## src/rtl/sb_pkg.sv

```systemverilog
package sb_pkg;
  typedef enum logic [1:0] {
    PORT_IDLE  = 2'd0,
    PORT_LOAD  = 2'd1,
    PORT_STORE = 2'd2
  } port_owner_e;
endpackage

```

## src/rtl/sb_queue.sv

```systemverilog
module sb_queue #(
  parameter int AW    = 16,
  parameter int DW    = 32,
  parameter int DEPTH = 8,
  localparam int PTRW = $clog2(DEPTH),
  localparam int CW   = PTRW + 1
) (
  input  logic          clk_i,
  input  logic          rst_ni,
  input  logic          push_i,
  input  logic [AW-1:0] push_addr_i,
  input  logic [DW-1:0] push_data_i,
  input  logic          pop_i,
  output logic [AW-1:0] head_addr_o,
  output logic [DW-1:0] head_data_o,
  output logic [CW-1:0] cnt_o,
  output logic          full_o,
  output logic          empty_o,
  // entries in age order: index 0 oldest
  output logic          age_vld_o  [DEPTH],
  output logic [AW-1:0] age_addr_o [DEPTH],
  output logic [DW-1:0] age_data_o [DEPTH]
);
  logic [AW-1:0]   addr_q [DEPTH];
  logic [DW-1:0]   data_q [DEPTH];
  logic [PTRW-1:0] head_q, tail_q;
  logic [CW-1:0]   cnt_q;

  always_ff @(posedge clk_i or negedge rst_ni) begin
    if (!rst_ni) begin
      head_q <= '0;
      tail_q <= '0;
      cnt_q  <= '0;
    end else begin
      if (push_i) tail_q <= tail_q + 1'b1;
      if (pop_i)  head_q <= head_q + 1'b1;
      case ({push_i, pop_i})
        2'b10:   cnt_q <= cnt_q + 1'b1;
        2'b01:   cnt_q <= cnt_q - 1'b1;
        default: cnt_q <= cnt_q;
      endcase
    end
  end

  always_ff @(posedge clk_i) begin
    if (push_i) begin
      addr_q[tail_q] <= push_addr_i;
      data_q[tail_q] <= push_data_i;
    end
  end

  assign head_addr_o = addr_q[head_q];
  assign head_data_o = data_q[head_q];
  assign cnt_o       = cnt_q;
  assign full_o      = (cnt_q == CW'(DEPTH));
  assign empty_o     = (cnt_q == '0);

  for (genvar g = 0; g < DEPTH; g++) begin : g_age
    logic [PTRW-1:0] slot;
    assign slot          = head_q + PTRW'(g);
    assign age_vld_o[g]  = (CW'(g) < cnt_q);
    assign age_addr_o[g] = addr_q[slot];
    assign age_data_o[g] = data_q[slot];
  end
endmodule

```

## src/rtl/sb_match.sv

```systemverilog
module sb_match #(
  parameter int AW    = 16,
  parameter int DW    = 32,
  parameter int DEPTH = 8
) (
  input  logic [AW-1:0] ld_addr_i,
  input  logic          age_vld_i  [DEPTH],
  input  logic [AW-1:0] age_addr_i [DEPTH],
  input  logic [DW-1:0] age_data_i [DEPTH],
  output logic          hit_o,
  output logic [DW-1:0] data_o
);
  // later (younger) slots overwrite earlier ones
  always_comb begin
    hit_o  = 1'b0;
    data_o = '0;
    for (int i = 0; i < DEPTH; i++) begin
      if (age_vld_i[i] && age_addr_i[i] == ld_addr_i) begin
        hit_o  = 1'b1;
        data_o = age_data_i[i];
      end
    end
  end
endmodule

```

## src/rtl/sb_arb.sv

```systemverilog
module sb_arb
  import sb_pkg::*;
(
  input  logic        ld_req_i,
  input  logic        st_req_i,
  input  logic        mem_ready_i,
  output port_owner_e owner_o,
  output logic        ld_gnt_o,
  output logic        st_gnt_o
);
  always_comb begin
    if (ld_req_i)      owner_o = PORT_LOAD;
    else if (st_req_i) owner_o = PORT_STORE;
    else               owner_o = PORT_IDLE;
  end

  assign ld_gnt_o = (owner_o == PORT_LOAD)  && mem_ready_i;
  assign st_gnt_o = (owner_o == PORT_STORE) && mem_ready_i;
endmodule

```

## src/rtl/sb_top.sv

```systemverilog
module sb_top
  import sb_pkg::*;
#(
  parameter int AW    = 16,
  parameter int DW    = 32,
  parameter int DEPTH = 8
) (
  input  logic          clk_i,
  input  logic          rst_ni,
  input  logic          st_valid_i,
  output logic          st_ready_o,
  input  logic [AW-1:0] st_addr_i,
  input  logic [DW-1:0] st_data_i,
  input  logic          ld_valid_i,
  output logic          ld_ready_o,
  input  logic [AW-1:0] ld_addr_i,
  output logic          ld_rsp_valid_o,
  output logic [DW-1:0] ld_rsp_data_o,
  output logic          mem_req_valid_o,
  input  logic          mem_req_ready_i,
  output logic          mem_req_we_o,
  output logic [AW-1:0] mem_req_addr_o,
  output logic [DW-1:0] mem_req_wdata_o,
  input  logic          mem_rsp_valid_i,
  input  logic [DW-1:0] mem_rsp_data_i,
  output logic          empty_o
);
  localparam int PTRW = $clog2(DEPTH);
  localparam int CW   = PTRW + 1;

  logic          q_push, q_pop, q_full, q_empty;
  logic [AW-1:0] head_addr;
  logic [DW-1:0] head_data;
  logic [CW-1:0] q_cnt;
  logic          age_vld  [DEPTH];
  logic [AW-1:0] age_addr [DEPTH];
  logic [DW-1:0] age_data [DEPTH];

  logic          ld_hit;
  logic [DW-1:0] hit_data;
  logic          ld_busy_q, fwd_valid_q;
  logic [DW-1:0] fwd_data_q;
  logic          ld_try, ld_miss_req, ld_acc;
  logic          ld_gnt, st_gnt;
  port_owner_e   owner;

  sb_queue #(.AW(AW), .DW(DW), .DEPTH(DEPTH)) queue_i (
    .clk_i       (clk_i),
    .rst_ni      (rst_ni),
    .push_i      (q_push),
    .push_addr_i (st_addr_i),
    .push_data_i (st_data_i),
    .pop_i       (q_pop),
    .head_addr_o (head_addr),
    .head_data_o (head_data),
    .cnt_o       (q_cnt),
    .full_o      (q_full),
    .empty_o     (q_empty),
    .age_vld_o   (age_vld),
    .age_addr_o  (age_addr),
    .age_data_o  (age_data)
  );

  sb_match #(.AW(AW), .DW(DW), .DEPTH(DEPTH)) match_i (
    .ld_addr_i  (ld_addr_i),
    .age_vld_i  (age_vld),
    .age_addr_i (age_addr),
    .age_data_i (age_data),
    .hit_o      (ld_hit),
    .data_o     (hit_data)
  );

  assign ld_try      = ld_valid_i && !ld_busy_q;
  assign ld_miss_req = ld_try && !ld_hit;

  sb_arb arb_i (
    .ld_req_i    (ld_miss_req),
    .st_req_i    (!q_empty),
    .mem_ready_i (mem_req_ready_i),
    .owner_o     (owner),
    .ld_gnt_o    (ld_gnt),
    .st_gnt_o    (st_gnt)
  );

  // a hit never needs the port; a miss needs the grant
  assign ld_ready_o = !ld_busy_q && (ld_hit || mem_req_ready_i);
  assign ld_acc     = ld_try && (ld_hit || ld_gnt);

  assign st_ready_o = !q_full;
  assign q_push     = st_valid_i && !q_full;
  assign q_pop      = st_gnt;

  assign mem_req_valid_o = (owner != PORT_IDLE);
  assign mem_req_we_o    = (owner == PORT_STORE);
  assign mem_req_addr_o  = (owner == PORT_LOAD) ? ld_addr_i : head_addr;
  assign mem_req_wdata_o = head_data;

  always_ff @(posedge clk_i or negedge rst_ni) begin
    if (!rst_ni) begin
      ld_busy_q   <= 1'b0;
      fwd_valid_q <= 1'b0;
      fwd_data_q  <= '0;
    end else begin
      fwd_valid_q <= ld_acc && ld_hit;
      if (ld_acc && ld_hit) fwd_data_q <= hit_data;
      if (ld_acc && !ld_hit)     ld_busy_q <= 1'b1;
      else if (mem_rsp_valid_i)  ld_busy_q <= 1'b0;
    end
  end

  assign ld_rsp_valid_o = fwd_valid_q || (ld_busy_q && mem_rsp_valid_i);
  assign ld_rsp_data_o  = fwd_valid_q ? fwd_data_q : mem_rsp_data_i;
  assign empty_o        = q_empty;
endmodule

```

## config.mk

```make
export PLATFORM = sky130hd
export DESIGN_NAME = sb_top
export DESIGN_NICKNAME = d
export VERILOG_FILES = /design/src/rtl/sb_pkg.sv /design/src/rtl/sb_queue.sv /design/src/rtl/sb_match.sv /design/src/rtl/sb_arb.sv /design/src/rtl/sb_top.sv
export SDC_FILE = /design/constraint.sdc
export NUM_CORES = 1
export LEC_CHECK = 0
export ABC_AREA = 1
export CAP_MARGIN = 20
export CORE_UTILIZATION = 49
export CTS_CLUSTER_DIAMETER = 120
export DETAILED_ROUTE_END_ITERATION = 6
export DONT_BUFFER_PORTS = 1
export PLACE_DENSITY_LB_ADDON = 0.1
export SLEW_MARGIN = 20
export SYNTH_ARGS = -nofsm -noshare
export SYNTH_HDL_FRONTEND = slang
export SYNTH_SLANG_ARGS = --single-unit
```

## constraint.sdc

```tcl
create_clock -name clk_i -period 6.4 [get_ports clk_i]
set_input_delay 1.28 -clock clk_i [delete_from_list [all_inputs] [get_ports clk_i]]
set_output_delay 1.28 -clock clk_i [all_outputs]
set_load 0.05 [all_outputs]
```

After elaboration in Yosys (flattened, before gate mapping)
Memory sizes are Yosys's and may differ from the RTL's.
Cells that the tools add are included.

word-level totals
  register bits = 44
  bits in latches = 0
  memory bits (writable) = 384
  ROM bits = 0
  bits of input ports = 102
  output and inout bits = 86
  logic and storage cells = 92
  memories kept = 2

memory list
  memory          words  bits a word  rd ports  clocked after memory_dff  write ports  RTL line        source
  queue_i.data_q  8      32           8         0                         1            sb_queue.sv:25  logic [DW-1:0] data_q [DEPTH];
  queue_i.addr_q  8      16           8         0                         1            sb_queue.sv:24  logic [AW-1:0] addr_q [DEPTH];

cells by class
  add/subtract/negate cells = 10
  multiply operators = 0
  div/mod/pow operators = 0
  magnitude comparators = 8
  equal/unequal tests = 13
  shift operators = 0
  multiplexer cells = 25
  bitwise operators = 0
  reduce and logical (&&, ||, !) cells = 28

operators by type and width
  operator                                                             count
  32-bit 2-to-1 mux                                                    9
  16-bit == test                                                       8
  1-bit logical AND                                                    18
  3-bit by 4-bit < comparator with 1-bit output, first input constant  4
  16-bit 2-to-1 mux                                                    1
  3-bit adder, second input constant                                   4
  1-bit 2-to-1 mux                                                     12
  1-bit by 4-bit < comparator with 1-bit output, first input constant  2
  2-bit by 4-bit < comparator with 1-bit output, first input constant  2
  4-bit one-hot mux with 2 select lines                                1
  3-bit by 1-bit adder with 3-bit output, second input constant        2
  3-bit by 2-bit adder with 3-bit output, second input constant        2
  2-bit nonzero test                                                   3
  4-bit by 1-bit adder with 4-bit output, second input constant        1
  2-bit by 1-bit == test with 1-bit output, second input constant      2
  2-bit == test, second input constant                                 2
  4-bit == test, second input constant                                 1
  4-bit zero test                                                      1
  2-bit 2-to-1 mux                                                     2
  4-bit by 1-bit subtractor with 4-bit output, second input constant   1
  1-bit zero test                                                      3
  1-bit logical OR                                                     3

Longest topological paths before layout
Gate-level depths: netlist (run 1).
An unclocked memory read counts as a cell.

  depth in word-level cells = 20
  depth in mapped cells = 32
  depth with buffers taken out = 24

By module
Synthesis (run 1) repeated with hierarchy kept, for this count alone.

unflattened totals
  cell total of the unflattened synthesis = 4972
  area, all modules = 34700.8 um^2

by module, submodules not included
  module    instances  cells an instance  area each (um^2)  seq. area each (um^2)
  sb_queue  1          3511               27580.2           11781.3
  sb_match  1          1132               4937.2            0.0
  sb_top    1          321                2144.6            850.8
  sb_arb    1          8                  38.8              0.0

Worst setup path after synthesis (run 1)
OpenSTA, ideal clock, no wires.

  kind = register to output
  start point = register queue_i.head_q[1]
  end point = output mem_req_addr_o[0]
  arrival = 4642 ps
  required time = 5120 ps
  setup slack = 478 ps
  cell stages (with the launch flop) = 25
  buffers on the path = 7
  cells stage by stage = dfrtp_1 -> inv_2 -> buf_2 -> buf_2 -> clkbuf_1 -> clkbuf_1 -> ha_1 -> buf_2 -> inv_2 -> clkbuf_1 -> nand3_1 -> nand2_1 -> inv_1 -> nand2_1 -> o21ai_0 -> o21ai_0 -> nor2_1 -> nand3_1 -> inv_1 -> nand3_1 -> nand2_1 -> nor3_2 -> nand3_1 -> clkbuf_1 -> o21ai_0

on the way
  cells in the longest elaborated chain, start to end = 16
  elaborated cells between the ends (all ways) = 37
  those cells by class = add/sub: 7; eq/ne: 9; mux: 10; reduce/logical: 10; memory: 1

ends and longest elaborated chain
  item                                      RTL line        source
  start: declaration                        sb_queue.sv:26  logic [PTRW-1:0] head_q, tail_q;
  start signal: assignment                  sb_queue.sv:36  if (pop_i) head_q <= head_q + 1'b1;
  3-bit by 1-bit adder with 3-bit output    sb_queue.sv:60  assign slot = head_q + PTRW'(g);
  via queue_i.g_age[1].slot[1]              sb_queue.sv:59  logic [PTRW-1:0] slot;
  memory 8 x 16 bit                         -
  16-bit == test                            sb_match.sv:18  if (age_vld_i[i] && age_addr_i[i] == ld_addr_i) begin
  1-bit logical AND                         sb_match.sv:18
  1-bit 2-to-1 mux (7 in a row)             sb_match.sv:18
  1-bit zero test                           sb_top.sv:74    assign ld_miss_req = ld_try && !ld_hit;
  1-bit logical AND                         sb_top.sv:74
  2-bit 2-to-1 mux                          sb_arb.sv:12    if (ld_req_i) owner_o = PORT_LOAD;
  2-bit by 1-bit == test with 1-bit output  sb_top.sv:95    assign mem_req_addr_o = (owner == PORT_LOAD) ? ld_addr_i : head_addr;
  16-bit 2-to-1 mux                         sb_top.sv:95
  end: declaration                          sb_top.sv:22    output logic [AW-1:0] mem_req_addr_o,

The timed path passes the listed nets, and every way through them passes these cells.

Worst setup path after layout (run 1)
  start point = register queue_i.head_q[1]
  end point = output mem_req_addr_o[14]

Same word-level chain as after synthesis.

==> results summary, run 1 <==
The run finished with clean final reports. The detailed-routing iteration count for the pre-antenna-repair pass is 6. The element type at the critical path start is a flip-flop. Clock-pin slew was measured on the worst setup and hold paths at 0.06 ns. On the critical path the largest part of the delay comes from simple AND/OR/NAND/NOR gates. The worst path buffer plus inverter count is 3. The most frequent standard cell in the layout excluding fill and tap cells is nand2_1. TritonCTS built the clock tree. The initial antenna violation count came to 4. Summing all non-filler instances in the final layout gives an area of between 0.03 and 0.04 sq mm. The synthesized design contains 384 enable-type register cells. The die boundary height came out at around 260 um.

For the pin with the worst max-slew slack, the measured transition is ~1.2 ns. The final total negative setup slack is 0 ns. The minimum setup slack among reg-to-reg paths is 0.98 ns. The fraction of synthesized cell area taken by the top area cell type came out at around 36%.

The largest net degree at the start of global routing is 201. After detailed routing, the number of vias per cell comes to 5.70. In the post-synthesis netlist, the biggest area contributors are edfxtp_1 36%, nand2_1 26%, nand3_1 8.3%. The die is around 260 um wide.

The wire length of the first global-routing pass is around 170000 um. A synthesized cell averages 6.60 sq um. The depth of the CTS H-tree is 2.

The max-capacitance violation count came out at 0. The placement row count came out at 93. In the post-route analysis, the smallest setup slack over all paths is 0.287 ns.

The post-route fraction of the period consumed by the critical path came out at 95.5%. The path class of the lowest-slack min-delay path is in -> async. Compared with the post-synthesis result, the final layout area differs by 7.17%. The effective utilization at floorplan is 49.7%.

The overall fraction of global-route tracks in use is 33.4%. After synthesis the cells add up to 0.0320 sq mm. The number of failing setup endpoints in the final timing report came out at 0.

The floorplan die area is 0.0664 sq mm. The top cell types in the final layout, fill and taps aside, are 2178 x nand2_1, 530 x nand3_1, 384 x edfxtp_1. The placement-stage worst setup slack is 0.502 ns. The insertion delay of the later-clocked pin in the worst-skew pair is 0.60 ns. In the final routed layout, each cell accounts on average for 20.3 um. The number of post-CTS setup repair buffers is 0.

The leakage dissipation is 16.5 nW. Once detail routing completed, the nets flagged for antenna violations numbered 0. For this design, the slowest cell found on the critical path is dfrtp_4. The total count of max-transition violations in the final report is 0. The share of layout cells above drive strength 1 came out at 4.44%. Setup repair after global routing left no endpoint under its margin. The relative slew slack came out at 22.0%.

The maximum clock frequency is 164 MHz. The count of endpoints failing hold in the final timing report came out at 0. The biggest area contributor in the post-synthesis netlist is edfxtp_1. Detailed placement ended at an HPWL of 73700 um. The remaining global-route overflow is 0. For this design the total switching power over the nets is 0.0119 W.

The number of nets in the synthesized netlist is 4958. After synthesis, the share of flip-flops with an asynchronous set or reset is 10.3%. For the worst setup path, the data required time is 5.12 ns. The critical path class is reg -> out. Clock tree synthesis selected as its root buffer the cell clkbuf_16. For this run, design rule violations remaining after detail routing come to 0. After clock tree synthesis, the flow added hold-fix buffers numbering 0. Synthesis inferred 428 register bits.

The combinational power share came out at 68.4%. The total clock buffers created by CTS is 49. The portion of total power attributed to sequential cells is 17.8%. The worst voltage drop across the vdd grid is 0.523 mV. The clock network fraction of total power is 13.8%. The most used flip-flop cell after synthesis is edfxtp_1. The post-synthesis cell type count came out at 38. Walking the worst path, the cells encountered are inv_8 -> ha_4 -> buf_12 -> nand3_1 -> nand3_1 -> o21ai_0 -> xor2_1 -> nor2_1 -> nand2_1 -> nor2_1 -> nand3_4 -> nand2_1 -> nor2_2 -> nand3_4 -> o21ai_1 -> buf_4. The clock arrives with 0.0198 ns of skew. The number of cells in the design after placement is about 5500. After the flow finishes, the layout carries non-filler instances totaling 5567.

The post-placement cell area is approximately 0.033 sq mm. The number of clock sinks is 428. The count of port buffers added during placement came out at 0.

The total power per unit cell area came out at 613 mW/mm^2. The final critical path time including I/O delays and setup is 6.11 ns. The worst setup path is captured at an output pin. The net switching fraction of the power came out at 56.4%. Across all layers, the routed design uses 31700 vias. The first routing iteration left 3800 violations. The core footprint is roughly 0.064 sq mm. The detailed-route wire length came out at ~110000 um. The worst-case clock buffer depth came out at 3. At the end of routability-driven placement, the weighted congestion stood at 1.03. The sequential fraction of the synthesis area is 39.5%. The number of ports placed on the die boundary is 188. The critical path arrival came out at 4.83 ns.

The synthesized netlist cell count is 4849. The count of warnings emitted by yosys is 0. The final layout net count came out at between 4000 and 5000.

The antenna diode count came out at 0. The internal power component is 0.00916 W. The via count of the first global-routing pass came out at between 20000 and 30000. Of all nets on the critical path, the largest fanout is 120.

The highest cell delay on the worst timing path is 0.68 ns.
power groups by stage:
| stage | Clock, W | Sequential (W) | Combinational (W) |
|---|---|---|---|
| finish | 0.00291 | 0.00373 | 0.0144 |
| global route | 0.00305 | 0.00377 | 0.0158 |
| CTS | 0.00295 | 0.00373 | 0.0140 |
| detailed placement | 0 | 0.00378 | 0.0140 |
| global placement | 0 | 0.00378 | 0.0139 |
| floorplan | 0 | 0.00368 | 0.0104 |
kinds of logic after synthesis:
group	Yosys count	synth area share (%)
compound gates	558	9.13
xor+xnor	36	1.04
fa+ha+maj	7	0.274
buf+inv	580	7.67
flops	428	39.5
mux	96	3.00
simple gates	3144	39.4
registers in the layout, indices dropped and copies added, names as in the netlist:
name,cells
queue_i.addr_q,128
queue_i.data_q,256
queue_i.cnt_o,4
fwd_valid_q,1
queue_i.tail_q,3
ld_busy_q,1
queue_i.head_q,3
fwd_data_q,32
worst register-to-register path, delay by kind of cell (launching register included):
| family | cells | cell delay (ns) |
|---|---|---|
| compound gates | 1 | 0.20 |
| fa+ha+maj | 1 | 0.32 |
| buf+inv | 5 | 1.72 |
| flops | 1 | 0.65 |
| simple gates | 14 | 2.42 |
per-stage QoR:
| step | utilization [%] | hold WS [ns] | total power, W |
|---|---|---|---|
| after floorplan | - | 0.449 | 0.0141 |
| after global placement | 50.5 | 0.464 | 0.0177 |
| after detailed placement | 50.5 | 0.468 | 0.0178 |
| after CTS | 53.1 | 0.350 | 0.0207 |
| after global routing | 53.2 | 0.356 | 0.0226 |
| final | 53.2 | 0.370 | 0.0210 |
routing by layer:
layer / vias to the layer above / GRT usage, % / wire length [um]
met5: - / 0 / 20
met4: 2 / 9.65 / 3160
met3: 191 / 5.19 / 11700
met2: 1558 / 50.4 / 48000
met1: 14500 / 49.4 / 50200
li1: 15400 / - / -
timing repair:
| item | in CTS | in global routing |
|---|---|---|
| gates cloned | 0 | 1 |
| gates resized for setup | 1 | 5 |
| endpoints found under the setup margin | 17 | 18 |
final timing paths:
kind                                          startpoint                             to  cells past startpoint
max in group asynchronous                         rst_ni  queue_i.head_q[0]$_DFFE_PN0P_                      0
min reg2reg                    fwd_data_q[6]$_DFFE_PN0P_      fwd_data_q[6]$_DFFE_PN0P_                      2
max reg2reg                queue_i.head_q[1]$_DFFE_PN0P_     fwd_data_q[20]$_DFFE_PN0P_                     21
max                        queue_i.head_q[1]$_DFFE_PN0P_             mem_req_addr_o[14]                     16
min in group clk_i             fwd_data_q[6]$_DFFE_PN0P_      fwd_data_q[6]$_DFFE_PN0P_                      2
min                                               rst_ni  queue_i.tail_q[2]$_DFFE_PN0P_                      0
cell type report:
type                    count  area [sq um]
flip-flops and latches    428         12600
well taps                 855          1070
inverters                 258           996
fillers                  6409         30200
clock buffers              61          1280
multi-input cells        3842         17100
clock inverters            24           354
repair buffers             99           857
synthesized netlist by cell type, types with 2 or more instances:
cell type     n
inv_2         7
o22ai_1       8
buf_1        47
buf_2       100
xor2_1       32
nor3_1       39
buf_6         9
a211oi_1      2
or2_2         3
nor2_4        2
o211ai_1     37
o21ai_1      39
edfxtp_1    384
mux2i_1      96
xnor2_1       3
buf_4        23
a21oi_1      74
nand3_1     534
ha_1          7
inv_1       246
and2_1        7
nand4_1      15
and2_0        4
clkinv_1      5
nand2_1    2179
dfrtp_1      44
o21a_1        6
clkbuf_1    143
o21ai_0     389
nor2_1      357
No activity file was read; power rests on OpenSTA's default activity.
==> run 2: changes to the inputs <==
CORE_UTILIZATION = 35   (was 49)
==> run 2 against run 1 <==
  * Wire length increased by 11%
  * Worst hold slack got worse by 0.055 ns
  * Critical path depth decreased by 1
==> results summary, run 2 (synthesized netlist as in run 1, its figures left out) <==
Summing over every cut layer, the via total after detailed routing is 31400. In the final layout, the registers with the most flip-flops are queue_i.data_q (256), queue_i.addr_q (128), fwd_data_q (32). The highest cell delay on the worst timing path came out at 0.64 ns. In the final layout, the share of cells above drive strength 1 is 4.79%. Based on the critical path, the design can be clocked at up to 163 MHz. More flip-flops sit in one register than any other, and that register is queue_i.data_q. The first global-routing pass estimated 186000 um of wire. The register clock-pin slew on the reported worst setup and hold paths is around 0.06 ns.

The final critical path time including I/O delays and setup came out at around 6.1 ns. The worst path buffer plus inverter count came out at 4. The portion of total power attributed to sequential cells is between 10% and 20%.

The final total negative setup slack is 0 ns. For this design, the slowest cell found on the critical path is dfrtp_4. Using the TritonRoute via totals, the vias-per-cell ratio works out to 5.31.

The largest fanout on the critical path is 56. The max-capacitance violation count came out at 0. Setup repair after global routing left no endpoint under its margin. The core footprint came out at 0.0903 sq mm.

The detailed-routing iteration count for the pre-antenna-repair pass is 6. The first routing iteration left roughly 3200 violations. The effective utilization at floorplan came out at 35.5%. The internal power component came out at 0.00933 W.

The die boundary height came out at ~300 um. The number of ports placed on the die boundary came out at 188. The worst hold path belongs to the class in -> async. After filler insertion, the fill cell instance count of the layout stands at 9620.

In the layout the commonest cells are 2178 x nand2_1, 530 x nand3_1, 384 x edfxtp_1. The leakage dissipation came out at 16.6 nW. The library cell used most frequently in the layout, excluding fill and tap cells, is nand2_1.

The post-route fraction of the period consumed by the critical path is 95.7%. The overall fraction of global-route tracks in use is 26.7%. The layout-stage area growth over the synthesis result is 9.29%. The number of buffers inserted by hold repair at cts is 0. The total power per unit cell area came out at 614 mW/mm^2. In this run the power spent charging and discharging nets is 0.0121 W. Counting stages on the worst path, the most repeated cell is nor2_1.

The post-route worst setup slack came out at 0.278 ns. The transition time at the pin with the least slew margin is 1.13 ns. Broken down by cell family, the worst path's largest delay share belongs to buffers and inverters.

The via count of the first global-routing pass came out at 28500. The root buffer cell chosen for the clock tree is clkbuf_16. The depth of the CTS H-tree is 2.

Prior to clock tree synthesis, the placed netlist has a worst setup slack of 0.755 ns. The remaining global-route overflow is 0. TritonCTS built the clock tree. The number of flip-flops in the largest register is between 200 and 300.

The total count of max-transition violations in the final report is 0. The clock skew came out at about 0.024 ns. The critical path arrival is 4.84 ns. TritonCTS created 53 clock buffers.

The number of clock sinks is 428. The worst setup path is of the reg -> out kind. The worst-case clock buffer depth came out at 3.

STA puts the critical path data required time at 5.12 ns. The placement row count came out at 110. The placer's final routability congestion estimate is 0.954. The combinational power share is 68.1%. The clock network fraction of total power came out at around 14%. In this run the tightest slew margin relative to its limit is 23.9%. The die outline width came out at ~300 um.

STA classifies the critical path endpoint as an output pin. IR analysis of the VDD net gives a maximum drop of ~0.73 mV. The largest net degree at the start of global routing came out at 173.

Traced cell by cell, the critical path runs through buf_6 -> xnor2_4 -> buf_4 -> o21ai_0 -> o22ai_1 -> nor2_1 -> nand2_1 -> nor2_1 -> nand3_1 -> nand2_1 -> nor2_1 -> nand3_2 -> buf_12 -> a21oi_1 -> buf_4. The number of design rule violations left after detail routing is 0. The worst setup path is launched from a flip-flop. The final layout net count is slightly below 5000. The floorplan die area came out at 0.0927 sq mm.

The HPWL after detailed placement is between 80000 and 90000 um. The clock reaches the later pin of the worst-skew pair after 0.66 ns. The number of failing setup endpoints in the final timing report is 0.

The initial antenna violation count was 2. In the final routed layout, each cell accounts on average for 21.3 um. The count of port buffers added during placement is 0. The count of endpoints failing hold in the final timing report is 0.

The number of nets with antenna violations after detailed routing came out at 0. After detailed routing, the total wire length is 126000 um. The net switching fraction of the power came out at 56.6%.

The flow ran to the end, and the final reports show no timing, DRC or antenna violations.
==> run 2: cell types whose count changed in the layout (fill, tap and decap cells not counted), sizes merged <==
cell      before  now
buf           97  112
clkbuf        63   71
clkinv        19   27
bufinv         9    7
clkinvlp       2    1
diode          0    1
nand3        535  534
==> run 2: final timing paths <==
kind	slack, ns	cells after the start	from	endpoint
hold reg to reg	0.48	2	fwd_data_q[22]$_DFFE_PN0P_	fwd_data_q[22]$_DFFE_PN0P_
setup / recovery	0.28	15	queue_i.head_q[1]$_DFFE_PN0P_	mem_req_addr_o[15]
hold / removal	0.31	0	rst_ni	ld_busy_q$_DFFE_PN0P_
setup reg to reg	1.27	18	queue_i.head_q[1]$_DFFE_PN0P_	fwd_data_q[30]$_DFFE_PN0P_
min in group clk_i	0.48	2	fwd_data_q[22]$_DFFE_PN0P_	fwd_data_q[22]$_DFFE_PN0P_
max in group asynchronous	5.95	0	rst_ni	queue_i.head_q[0]$_DFFE_PN0P_
==> run 2: final cells by class <==
class                      instances  area (sq um)  area share, %
tap                             1176          1470           4.21
sequential                       428         12600           36.1
clock inverter                    29           342          0.976
clock buffer                      70          1430           4.09
inverter                         258          1000           2.87
timing repair buffer             113          1020           2.92
multi-input combinational       3841         17100           48.8
antenna                            1          2.50        0.00715
==> run 2: routing by layer <==
metal / vias up / track usage [%] / share of wire [%]
met4: 0 / 7.07 / 2.3
li1: 15500 / - / -
met5: - / 0 / 0
met3: 152 / 3.75 / 6.8
met2: 1077 / 43.0 / 45
met1: 14700 / 37.4 / 46
==> run 2: repair_timing <==
| action | in CTS | in global routing |
|---|---|---|
| resized for setup | 0 | 5 |
| endpoints found under the setup margin | 0 | 17 |
| setup buffers | 0 | 2 |
==> run 2: per-stage QoR <==
step | hold slack [ns] | utilization, % | instance area [sq um] | power [W] | std cells
global route | 0.282 | 38.8 | 35000 | 0.0232 | 5916
floorplan | 0.449 | - | 32000 | 0.0141 | 4849
finish | 0.315 | 38.8 | 35000 | 0.0215 | 5916
detailed placement | 0.472 | 36.7 | 33200 | 0.0182 | 5813
CTS | 0.264 | 38.7 | 34900 | 0.0214 | 5912
global placement | 0.470 | 36.7 | 33100 | 0.0181 | 5811
==> run 2: power groups by stage <==
| stage | Sequential, W | Combinational [W] | Clock (W) |
|---|---|---|---|
| finish | 0.00373 | 0.0146 | 0.00311 |
| global route | 0.00377 | 0.0162 | 0.00327 |
| CTS | 0.00374 | 0.0144 | 0.00319 |
| detailed placement | 0.00379 | 0.0144 | 0 |
| global placement | 0.00379 | 0.0143 | 0 |
| floorplan | 0.00368 | 0.0104 | 0 |
